==> config.mk <==
export PLATFORM = sky130hd
export DESIGN_NAME = sleep_seq
export DESIGN_NICKNAME = d
export VERILOG_FILES = /design/src/rtl/sleep_pkg.sv /design/src/rtl/sleep_sync.sv /design/src/rtl/sleep_fsm.sv /design/src/rtl/sleep_flags.sv /design/src/rtl/sleep_seq.sv
export SDC_FILE = /design/constraint.sdc
export NUM_CORES = 1
export LEC_CHECK = 0
export ABC_AREA = 1
export BUFFER_PORTS_ARGS = -buffer_cell sky130_fd_sc_hd__buf_2
export CAP_MARGIN = 25
export CORE_AREA = 2 2 39 41
export CTS_BUF_LIST = sky130_fd_sc_hd__clkbuf_16
export CTS_CLUSTER_SIZE = 20
export DETAILED_ROUTE_END_ITERATION = 12
export DIE_AREA = 0 0 41 43
export PLACE_DENSITY = 0.5
export SYNTH_ARGS = -nofsm -noshare
export SYNTH_HDL_FRONTEND = slang
export SYNTH_SLANG_ARGS = --single-unit
==> constraint.sdc <==
create_clock -name clk -period 1.2 [get_ports clk]
set_clock_uncertainty 0.2 [all_clocks]
set_input_delay 0.12 -clock clk [delete_from_list [all_inputs] [get_ports clk]]
set_output_delay 0.12 -clock clk [all_outputs]
set_load 0.01 [all_outputs]
==> src/rtl/sleep_pkg.sv <==
package sleep_pkg;
    typedef enum logic [1:0] {
        ST_AWAKE    = 2'd0,
        ST_ENTERING = 2'd1,
        ST_ASLEEP   = 2'd2,
        ST_EXITING  = 2'd3
    } sleep_state_e;
endpackage

==> src/rtl/sleep_sync.sv <==
module sleep_sync #(
    parameter int STAGES = 2
) (
    input  logic clk,
    input  logic rst_n,
    input  logic d_async,
    output logic q_sync
);
    logic [STAGES-1:0] chain;

    generate
        if (STAGES == 1) begin : g_one
            always_ff @(posedge clk) begin
                if (!rst_n) chain <= '0;
                else        chain <= d_async;
            end
        end else begin : g_many
            always_ff @(posedge clk) begin
                if (!rst_n) chain <= '0;
                else        chain <= {chain[STAGES-2:0], d_async};
            end
        end
    endgenerate

    assign q_sync = chain[STAGES-1];
endmodule

==> src/rtl/sleep_fsm.sv <==
module sleep_fsm
    import sleep_pkg::*;
#(
    parameter int ENTER_CYC = 2,
    parameter int EXIT_CYC  = 2
) (
    input  logic         clk,
    input  logic         rst_n,
    input  logic         req_s,
    output sleep_state_e state,
    output logic         entry_start,
    output logic         sleep_active,
    output logic         acc_inhibit
);
    localparam int MAXC  = (ENTER_CYC > EXIT_CYC) ? ENTER_CYC : EXIT_CYC;
    localparam int CNT_W = $clog2(MAXC) + 1;

    logic [CNT_W-1:0] cnt;

    // state register with phase counter
    always_ff @(posedge clk) begin
        if (!rst_n) begin
            state <= ST_AWAKE;
            cnt   <= '0;
        end else begin
            unique case (state)
                ST_AWAKE: begin
                    if (req_s) begin
                        state <= ST_ENTERING;
                        cnt   <= CNT_W'(ENTER_CYC - 1);
                    end
                end
                ST_ENTERING: begin
                    if (cnt == '0) state <= ST_ASLEEP;
                    else           cnt   <= cnt - 1'b1;
                end
                ST_ASLEEP: begin
                    if (!req_s) begin
                        state <= ST_EXITING;
                        cnt   <= CNT_W'(EXIT_CYC - 1);
                    end
                end
                ST_EXITING: begin
                    if (cnt == '0) state <= ST_AWAKE;
                    else           cnt   <= cnt - 1'b1;
                end
                default: state <= ST_AWAKE;
            endcase
        end
    end

    // outputs decoded from state
    always_comb begin
        sleep_active = 1'b0;
        acc_inhibit  = 1'b1;
        entry_start  = 1'b0;
        unique case (state)
            ST_AWAKE: begin
                acc_inhibit = 1'b0;
                entry_start = req_s;
            end
            ST_ENTERING: ;
            ST_ASLEEP:   sleep_active = 1'b1;
            ST_EXITING:  ;
            default:     ;
        endcase
    end

    a_r4_rise_after_entering: assert property (@(posedge clk) disable iff (!rst_n)
        $rose(sleep_active) |-> $past(state) == ST_ENTERING);
    a_r5_fall_into_exiting: assert property (@(posedge clk) disable iff (!rst_n)
        $fell(sleep_active) |-> acc_inhibit);
    a_r6_sleep_implies_inhibit: assert property (@(posedge clk) disable iff (!rst_n)
        sleep_active |-> acc_inhibit);
    a_r2_inhibit_needs_sync: assert property (@(posedge clk) disable iff (!rst_n)
        $rose(acc_inhibit) |-> $past(req_s));
endmodule

==> src/rtl/sleep_flags.sv <==
module sleep_flags (
    input  logic clk,
    input  logic rst_n,
    input  logic acc_start,
    input  logic acc_busy,
    input  logic inhibit,
    input  logic entry_start,
    output logic viol,
    output logic aborted
);
    always_ff @(posedge clk) begin
        if (!rst_n) begin
            viol    <= 1'b0;
            aborted <= 1'b0;
        end else begin
            if (acc_start && inhibit)    viol    <= 1'b1;
            if (acc_busy && entry_start) aborted <= 1'b1;
        end
    end

    a_r7_viol_set: assert property (@(posedge clk) disable iff (!rst_n)
        (acc_start && inhibit) |=> viol);
    a_r7_viol_sticky: assert property (@(posedge clk) disable iff (!rst_n)
        viol |=> viol);
    a_r9_abort_sticky: assert property (@(posedge clk) disable iff (!rst_n)
        aborted |=> aborted);
    a_r8_no_viol_when_open: assert property (@(posedge clk) disable iff (!rst_n)
        (!viol && !inhibit) |=> !viol);
endmodule

==> src/rtl/sleep_seq.sv <==
module sleep_seq
    import sleep_pkg::*;
#(
    parameter int SYNC_STAGES = 2,
    parameter int ENTER_CYC   = 2,
    parameter int EXIT_CYC    = 2
) (
    input  logic clk,
    input  logic rst_n,
    input  logic sleep_req_async,
    input  logic acc_start,
    input  logic acc_busy,
    output logic sleep_active,
    output logic acc_inhibit,
    output logic recov_viol,
    output logic acc_aborted
);
    logic         req_s;
    logic         entry_start;
    sleep_state_e state;

    sleep_sync #(.STAGES(SYNC_STAGES)) u_sync (
        .clk     (clk),
        .rst_n   (rst_n),
        .d_async (sleep_req_async),
        .q_sync  (req_s)
    );

    sleep_fsm #(.ENTER_CYC(ENTER_CYC), .EXIT_CYC(EXIT_CYC)) u_fsm (
        .clk          (clk),
        .rst_n        (rst_n),
        .req_s        (req_s),
        .state        (state),
        .entry_start  (entry_start),
        .sleep_active (sleep_active),
        .acc_inhibit  (acc_inhibit)
    );

    sleep_flags u_flags (
        .clk         (clk),
        .rst_n       (rst_n),
        .acc_start   (acc_start),
        .acc_busy    (acc_busy),
        .inhibit     (acc_inhibit),
        .entry_start (entry_start),
        .viol        (recov_viol),
        .aborted     (acc_aborted)
    );

    a_r9_abort_on_entry: assert property (@(posedge clk) disable iff (!rst_n)
        (acc_busy && !acc_inhibit && req_s) |=> acc_aborted);
    a_r6_awake_means_open: assert property (@(posedge clk) disable iff (!rst_n)
        (state == ST_AWAKE) |-> !acc_inhibit);
endmodule

==> tab_implementation.tex, run 1 <==
\begin{tabular}{lr}
\hline
Metric & Value \\
\hline
\multicolumn{2}{l}{\textbf{Power and ir drop}} \\
Power Density & 2460 nW/µm² \\
Worst-case vdd ir drop & approximately 0.90 mV \\
Pleak & approximately 0.31 nW \\
\multicolumn{2}{l}{\textbf{Timing}} \\
Slew Limit Fails & 0 \\
Peak clock frequency supported by timing & 759 MHz \\
Worst Slack Setup Final & -0.117 ns \\
Fraction of the cycle the final worst path needs & 110\% \\
Hold violation count in the final report & 0 \\
Min Tclk post-route & between 1 and 1.5 ns \\
Worst slew margin relative to its limit & between 80\% and 90\% \\
Unrepaired setup endpoints after global routing & true \\
Slew @ Worst Pin & between 0.15 and 0.2 ns \\
Total of endpoints with negative setup slack in the final report & 7 \\
\multicolumn{2}{l}{\textbf{Cells and area}} \\
Filler cell count & 129 \\
Share of cells above drive strength 1 & a little under three fifths \\
Total inserted antenna cells & 0 \\
Fraction of the core area covered by cells at the end of the flow & between 50\% and 60\% \\
P\&R area growth vs syn & 80.5\% \\
Final Net Count & 86 \\
\multicolumn{2}{l}{\textbf{Floorplan}} \\
Die area & between 1500 and 2000 µm² \\
Number of rows created at floorplan & 14 \\
Core region area & 1380 µm² \\
Die boundary height & 43 µm \\
Die width & 41 µm \\
Starting Density & between 20\% and 30\% \\
I/O pin cnt & 9 \\
\multicolumn{2}{l}{\textbf{Clock network}} \\
Max Buffers Root-to-Sink & 2 \\
Clock sink total & 8 \\
Worst-Skew Late Latency & 0.23 ns \\
Clock root buffer & sky130\_fd\_sc\_hd\_\_clkbuf\_16 \\
H-tree levels & 1 \\
Clock Pin Slew Worst Setup and Hold Paths & around 0.04 ns \\
Number of clock buffers inserted by TritonCTS & 3 \\
CTS tree & yes \\
\multicolumn{2}{l}{\textbf{Critical path}} \\
Critical-path top delay cell & sky130\_fd\_sc\_hd\_\_dfxtp\_4 \\
CP delay by family, top & flip-flops \\
CP Data Arrival Time & 1.00 ns \\
Crit end category & output pin \\
CP Cell Sequence & inv\_6 > ha\_4 > inv\_4 > buf\_6 \\
Type of the worst setup path & register to output pin \\
Critical Path Start Type & register \\
Worst-path fanout max & 4 \\
Endpoint required time on the critical path & slightly below 0.9 ns \\
Worst Path Buf+Inv & 3 \\
Stage delay of the slowest cell on the critical path & around 0.38 ns \\
\multicolumn{2}{l}{\textbf{Global routing}} \\
Remaining Overflow, GRT & 0 \\
Antenna violations before repair & 0 \\
Pin count of the biggest net entering global routing & 7 \\
Via count of the first global-routing pass & about 400 \\
Total routing usage reported by global routing & about 13\% \\
Wire length of the first global-routing pass & approximately 1500 µm \\
\multicolumn{2}{l}{\textbf{Worst hold path}} \\
Class of the worst hold path & register to register \\
\multicolumn{2}{l}{\textbf{Place}} \\
Worst slack at placement & -0.143 ns \\
Routability Congestion & around 0.65 \\
HPWL Detailed & between 600 and 700 µm \\
Quantity of I/O buffers inserted on ports & 8 \\
\multicolumn{2}{l}{\textbf{Logic synthesis}} \\
Total number of yosys warnings & 0 \\
Total standard cell area after synthesis & $\sim$400 µm² \\
Mean Syn Cell Area & 7.63 µm² \\
Sequential share of the synthesized area & between 30\% and 40\% \\
Number of nets in the synthesized netlist & 63 \\
Number of storage elements in the synthesis netlist & 8 \\
Number of cells produced by synthesis & 53 \\
Number of distinct library cell variants in the gate-level netlist after synthesis & 12 \\
\multicolumn{2}{l}{\textbf{Detailed routing}} \\
Via/cell ratio & 4.29 \\
Vias post-DR & 386 \\
Antenna-violating nets left & 0 \\
Router iterations before antenna repair & 2 \\
Routed length per instance & between 10 and 15 µm \\
Final wirelength & between 900 and 1000 µm \\
Initial detailed-routing violation count & 4 \\
Final routed DRC violation total & 0 \\
\multicolumn{2}{l}{\textbf{Status}} \\
Violated checks & negative setup slack \\
Status & finished, violations left \\
\multicolumn{2}{l}{\textbf{Flow run}} \\
\# Max-Cap Violations & 0 \\
\hline
\end{tabular}
## where the power goes
| part | internal (W) | switching, W |
|---|---|---|
| clock | 0.000430 | 0.000137 |
| sequential | 0.000339 | 0.0000689 |
| combinational | 0.000433 | 0.000385 |
| total | 0.00120 | 0.000590 |
## tightest hold or removal path, cell delays in order (launching register included)
cell                      delay [ns]
sky130_fd_sc_hd__dfxtp_1        0.30
sky130_fd_sc_hd__nand2_1        0.05
sky130_fd_sc_hd__inv_1          0.04
## logic make-up after synthesis
| kind of cell | count (synthesis) | synth area share [%] |
|---|---|---|
| compound gates | 9 | 11.8 |
| fa+ha+maj | 5 | 15.5 |
| buf+inv | 12 | 11.1 |
| flops | 8 | 39.6 |
| simple gates | 19 | 22.0 |
## repair_timing
| action | 4_1_cts | 5_1_grt |
|---|---|---|
| hold buffers | 4 | 0 |
| endpoints found under the setup margin | 7 | 7 |
| endpoints found under the hold margin | 7 | 0 |
| gates resized for setup | 13 | 7 |
| pin swaps | 4 | 8 |
| setup buffers | 2 | 1 |
## layout make-up
cell class,count,area (µm²),area share (%)
clock buffer,3,75.1,10.3
inverter,12,55.1,7.55
multi-input combinational,33,273,37.4
sequential,8,169,23.2
tap,16,20.0,2.74
timing repair buffer,18,138,18.9
## through the flow
stage,cells,hold slack (ns),power [W],TNS [ns],cell area [µm²]
after floorplan,53,0.0135,0.000776,-0.196,442
after global placement,80,0.102,0.000965,-0.559,524
after detailed placement,80,0.111,0.000964,-0.530,524
after CTS,89,0.214,0.00171,-0.556,702
after global routing,90,0.239,0.00191,-0.806,729
final,90,0.209,0.00179,-0.500,729
## placed cells by master, fill, tap and decap left out
cell	n
sky130_fd_sc_hd__o21ai_0	1
sky130_fd_sc_hd__dlygate4sd3_1	4
sky130_fd_sc_hd__inv_4	2
sky130_fd_sc_hd__nor2_1	2
sky130_fd_sc_hd__nand2_4	2
sky130_fd_sc_hd__nand3_1	3
sky130_fd_sc_hd__o21ai_2	1
sky130_fd_sc_hd__nand2_1	6
sky130_fd_sc_hd__o21bai_2	1
sky130_fd_sc_hd__clkbuf_16	3
sky130_fd_sc_hd__a21oi_2	1
sky130_fd_sc_hd__dfxtp_2	1
sky130_fd_sc_hd__ha_4	3
sky130_fd_sc_hd__nor2_2	2
sky130_fd_sc_hd__dfxtp_1	5
sky130_fd_sc_hd__buf_6	2
sky130_fd_sc_hd__inv_6	1
sky130_fd_sc_hd__inv_2	2
sky130_fd_sc_hd__a21oi_1	5
sky130_fd_sc_hd__buf_2	6
sky130_fd_sc_hd__nand2_2	3
sky130_fd_sc_hd__ha_2	2
sky130_fd_sc_hd__inv_1	7
sky130_fd_sc_hd__dfxtp_4	2
sky130_fd_sc_hd__buf_4	6
sky130_fd_sc_hd__nand3_2	1
## cell usage after synthesis
cell	number	area share, %
sky130_fd_sc_hd__a21oi_1	6	7.4
sky130_fd_sc_hd__nor2_1	4	3.7
sky130_fd_sc_hd__nand2_1	8	7.4
sky130_fd_sc_hd__dfxtp_1	8	40
sky130_fd_sc_hd__nand3_1	4	5.0
sky130_fd_sc_hd__nand2_2	2	3.1
sky130_fd_sc_hd__inv_2	2	1.9
sky130_fd_sc_hd__inv_1	10	9.3
sky130_fd_sc_hd__o21bai_1	1	1.9
sky130_fd_sc_hd__ha_1	5	15
sky130_fd_sc_hd__nand2_4	1	2.8
sky130_fd_sc_hd__o21ai_0	2	2.5
## registers in the layout, summed over array words and instances (netlist names)
register,flops
u_fsm.cnt,2
u_sync.chain,2
u_flags.viol,1
u_flags.aborted,1
u_fsm.state,2
## per-layer routing
layer  GRT usage (%)  vias up  wire (µm)  share of wire [%]
li1                -      204          -                  -
met1            12.1      173        382                 41
met2            20.9        7        482                 52
met3            7.85        2         45                4.9
met4            9.33        0         17                1.8
met5               0        -          0                  0
## worst paths after layout
kind	from	endpoint	slack, ns	cells past startpoint
worst min register to register	u_sync.chain[0]	u_sync.chain[1]	0.21	2
worst max-delay path	u_fsm.state[0]	acc_inhibit	-0.12	4
worst max register to register	u_fsm.state[0]	u_fsm.cnt[1]	-0.09	5
worst min-delay path	u_sync.chain[0]	u_sync.chain[1]	0.21	2
(Power assumes the default switching activity.)
==> run 2, diff against run 1 <==
--- a/config.mk
+++ b/config.mk
@@ -13,7 +13,7 @@
 export CTS_CLUSTER_SIZE = 20
 export DETAILED_ROUTE_END_ITERATION = 12
 export DIE_AREA = 0 0 41 43
-export PLACE_DENSITY = 0.5
+export PLACE_DENSITY = 0.48
 export SYNTH_ARGS = -nofsm -noshare
 export SYNTH_HDL_FRONTEND = slang
 export SYNTH_SLANG_ARGS = --single-unit
==> constraint.sdc (replaced) <==
create_clock -name clk -period 1.4 [get_ports clk]
set_clock_uncertainty 0.2 [all_clocks]
set_input_delay 0.14 -clock clk [delete_from_list [all_inputs] [get_ports clk]]
set_output_delay 0.14 -clock clk [all_outputs]
set_load 0.01 [all_outputs]
==> tab_implementation.tex, run 2 (same netlist as run 1, synthesis figures left out) <==
\begin{tabular}{lr}
\hline
Metric & Value \\
\hline
\multicolumn{2}{l}{\textbf{Status}} \\
Status & complete, no violations (was finished, violations left) \\
\multicolumn{2}{l}{\textbf{Floorplan}} \\
I/O pin cnt & 9 (unchanged) \\
Die boundary height & 43 µm (unchanged) \\
Die width & 41 µm (unchanged) \\
Die area & 1760 µm² (unchanged) \\
Number of rows created at floorplan & 14 (unchanged) \\
Core region area & 1380 µm² (unchanged) \\
Starting Density & 29.2\% (unchanged) \\
\multicolumn{2}{l}{\textbf{Timing}} \\
Worst slew margin relative to its limit & 85.7\% (was 89.4\%) \\
Slew @ Worst Pin & 0.215 ns (was 0.159 ns) \\
Total of endpoints with negative setup slack in the final report & 0 (was 7) \\
Slew Limit Fails & 0 (unchanged) \\
Final-layout setup total negative slack & 0 ns (was -0.500 ns) \\
Peak clock frequency supported by timing & approximately 740 MHz \\
Fraction of the cycle the final worst path needs & between 90 and 100\% \\
Hold violation count in the final report & 0 (unchanged) \\
Min Tclk post-route & roughly 1.4 ns \\
\multicolumn{2}{l}{\textbf{Detailed routing}} \\
Via/cell ratio & 4.35 (was 4.29) \\
Final wirelength & 891 µm (was 927 µm) \\
Routed length per instance & 10.4 µm (was 10.3 µm) \\
Vias post-DR & 374 (was 386) \\
Initial detailed-routing violation count & 3 (was 4) \\
Router iterations before antenna repair & 2 (unchanged) \\
Final routed DRC violation total & 0 (unchanged) \\
Antenna-violating nets left & 0 (unchanged) \\
\multicolumn{2}{l}{\textbf{Clock network}} \\
Worst-Skew Late Latency & 0.23 ns (about the same) \\
Clock Pin Slew Worst Setup and Hold Paths & 0.04 ns (about the same) \\
Clock root buffer & sky130\_fd\_sc\_hd\_\_clkbuf\_16 (unchanged) \\
Clock sink total & 8 (unchanged) \\
Number of clock buffers inserted by TritonCTS & 3 (unchanged) \\
H-tree levels & 1 (unchanged) \\
Max Buffers Root-to-Sink & 2 (unchanged) \\
CTS tree & yes (unchanged) \\
\multicolumn{2}{l}{\textbf{Flow run}} \\
\# Max-Cap Violations & 0 (unchanged) \\
\multicolumn{2}{l}{\textbf{Critical path}} \\
CP Cell Sequence & inv\_2 > ha\_4 > inv\_2 > buf\_6 (was inv\_6 > ha\_4 > inv\_4 > buf\_6) \\
Worst-path fanout max & 4 (unchanged) \\
Most frequent cell on the critical path & sky130\_fd\_sc\_hd\_\_inv\_2 \\
Critical-path top delay cell & sky130\_fd\_sc\_hd\_\_dfxtp\_4 (unchanged) \\
Stage delay of the slowest cell on the critical path & 0.37 ns (was 0.38 ns) \\
CP Data Arrival Time & 1.01 ns (was 1.00 ns) \\
Crit end category & output pin (unchanged) \\
Endpoint required time on the critical path & 1.06 ns (was 0.88 ns) \\
Type of the worst setup path & register to output pin (unchanged) \\
Critical Path Start Type & register (unchanged) \\
\multicolumn{2}{l}{\textbf{Global routing}} \\
Total routing usage reported by global routing & 13.3\% (was 13.4\%) \\
Pin count of the biggest net entering global routing & 7 (unchanged) \\
Remaining Overflow, GRT & 0 (unchanged) \\
Via count of the first global-routing pass & 336 (was 389) \\
Antenna violations before repair & 0 (unchanged) \\
Wire length of the first global-routing pass & 1390 µm (was 1460 µm) \\
\multicolumn{2}{l}{\textbf{Cells and area}} \\
Filler cell count & 138 (was 129) \\
Share of cells above drive strength 1 & 41.4\% (was 55.4\%) \\
Total inserted antenna cells & 0 (unchanged) \\
Fraction of the core area covered by cells at the end of the flow & 47.4\% (was 52.7\%) \\
Largest registers & u\_fsm.cnt x2, u\_fsm.state x2, u\_sync.chain x2 (unchanged) \\
Layout Cells excl Fill & 86 (was 90) \\
Commonest non-fill, non-tap cells in the layout & sky130\_fd\_sc\_hd\_\_inv\_1, sky130\_fd\_sc\_hd\_\_nand2\_1, sky130\_fd\_sc\_hd\_\_buf\_2 (was sky130\_fd\_sc\_hd\_\_inv\_1, sky130\_fd\_sc\_hd\_\_nand2\_1, sky130\_fd\_sc\_hd\_\_buf\_2, sky130\_fd\_sc\_hd\_\_buf\_4) \\
Final Net Count & 82 (was 86) \\
P\&R area growth vs syn & 62.2\% (was 80.5\%) \\
\multicolumn{2}{l}{\textbf{Power and ir drop}} \\
Worst-case vdd ir drop & 0.983 mV (was 0.903 mV) \\
Power Density & 2040 nW/µm² (was 2460 nW/µm²) \\
Pleak & 0.298 nW (was 0.312 nW) \\
Post-route total power & 0.00133 W (was 0.00179 W) \\
\multicolumn{2}{l}{\textbf{Place}} \\
HPWL Detailed & 548 µm (was 619 µm) \\
Total instance count after detailed placement & 77 (was 80) \\
Quantity of I/O buffers inserted on ports & 8 (unchanged) \\
Routability Congestion & 0.651 (was 0.648) \\
\multicolumn{2}{l}{\textbf{Worst hold path}} \\
Class of the worst hold path & register to register (unchanged) \\
\hline
\end{tabular}
run 2: layer usage:
layer | track usage, % | vias to the layer above | share of wire [%]
li1 | - | 197 | -
met1 | 15.6 | 165 | 46
met2 | 14.1 | 7 | 45
met3 | 9.42 | 5 | 4.9
met4 | 14.0 | 0 | 4.5
met5 | 0 | - | 0
run 2: area by class of cell:
class                           count  area [µm²]  share of cell area [%]
Clock buffer                        3        75.1                    11.5
Sequential cell                     8         169                    25.8
Inverter                           12        47.5                    7.25
Timing Repair Buffer               14         101                    15.5
Tap cell                           16        20.0                    3.05
Multi-Input combinational cell     33         243                    37.0
run 2: repair_timing:
action,CTS,global route
hold buffers,4,0
resized for setup,5,14
buffers inserted,0,2
hold endpoints to repair,6,0
setup endpoints to repair,4,5
pin swaps,1,5
run 2: power breakdown:
part           leakage [nW]  internal [W]  switching, W
logic                 0.194      0.000245      0.000267
clock network        0.0370      0.000368      0.000114
registers            0.0673      0.000291     0.0000507
total                 0.298      0.000904      0.000431
run 2: path summary, 6_finish.rpt:
kind	start	cells after the start	to	slack [ns]
setup / recovery	u_fsm.state[1]	4	acc_inhibit	0.05
hold / removal	u_sync.chain[0]	2	u_sync.chain[1]	0.20
setup reg to reg	u_fsm.state[1]	7	u_fsm.cnt[1]	0.06
hold reg to reg	u_sync.chain[0]	2	u_sync.chain[1]	0.20
run 2: worst max-delay path, delay by kind of cell, from the launching register on:
| kind | cells | cell delay (ns) |
|---|---|---|
| fa+ha+maj | 1 | 0.16 |
| buf+inv | 3 | 0.25 |
| flops | 1 | 0.37 |
run 2: per-stage QoR:
step / hold WS [ns] / setup WS, ns / area, µm²
finish: 0.204 / 0.0475 / 656
global route: 0.225 / -0.0192 / 656
CTS: 0.209 / 0.0130 / 591
detailed placement: 0.135 / -0.000579 / 464
global placement: 0.132 / -0.00339 / 464
floorplan: 0.0335 / 0.0477 / 404
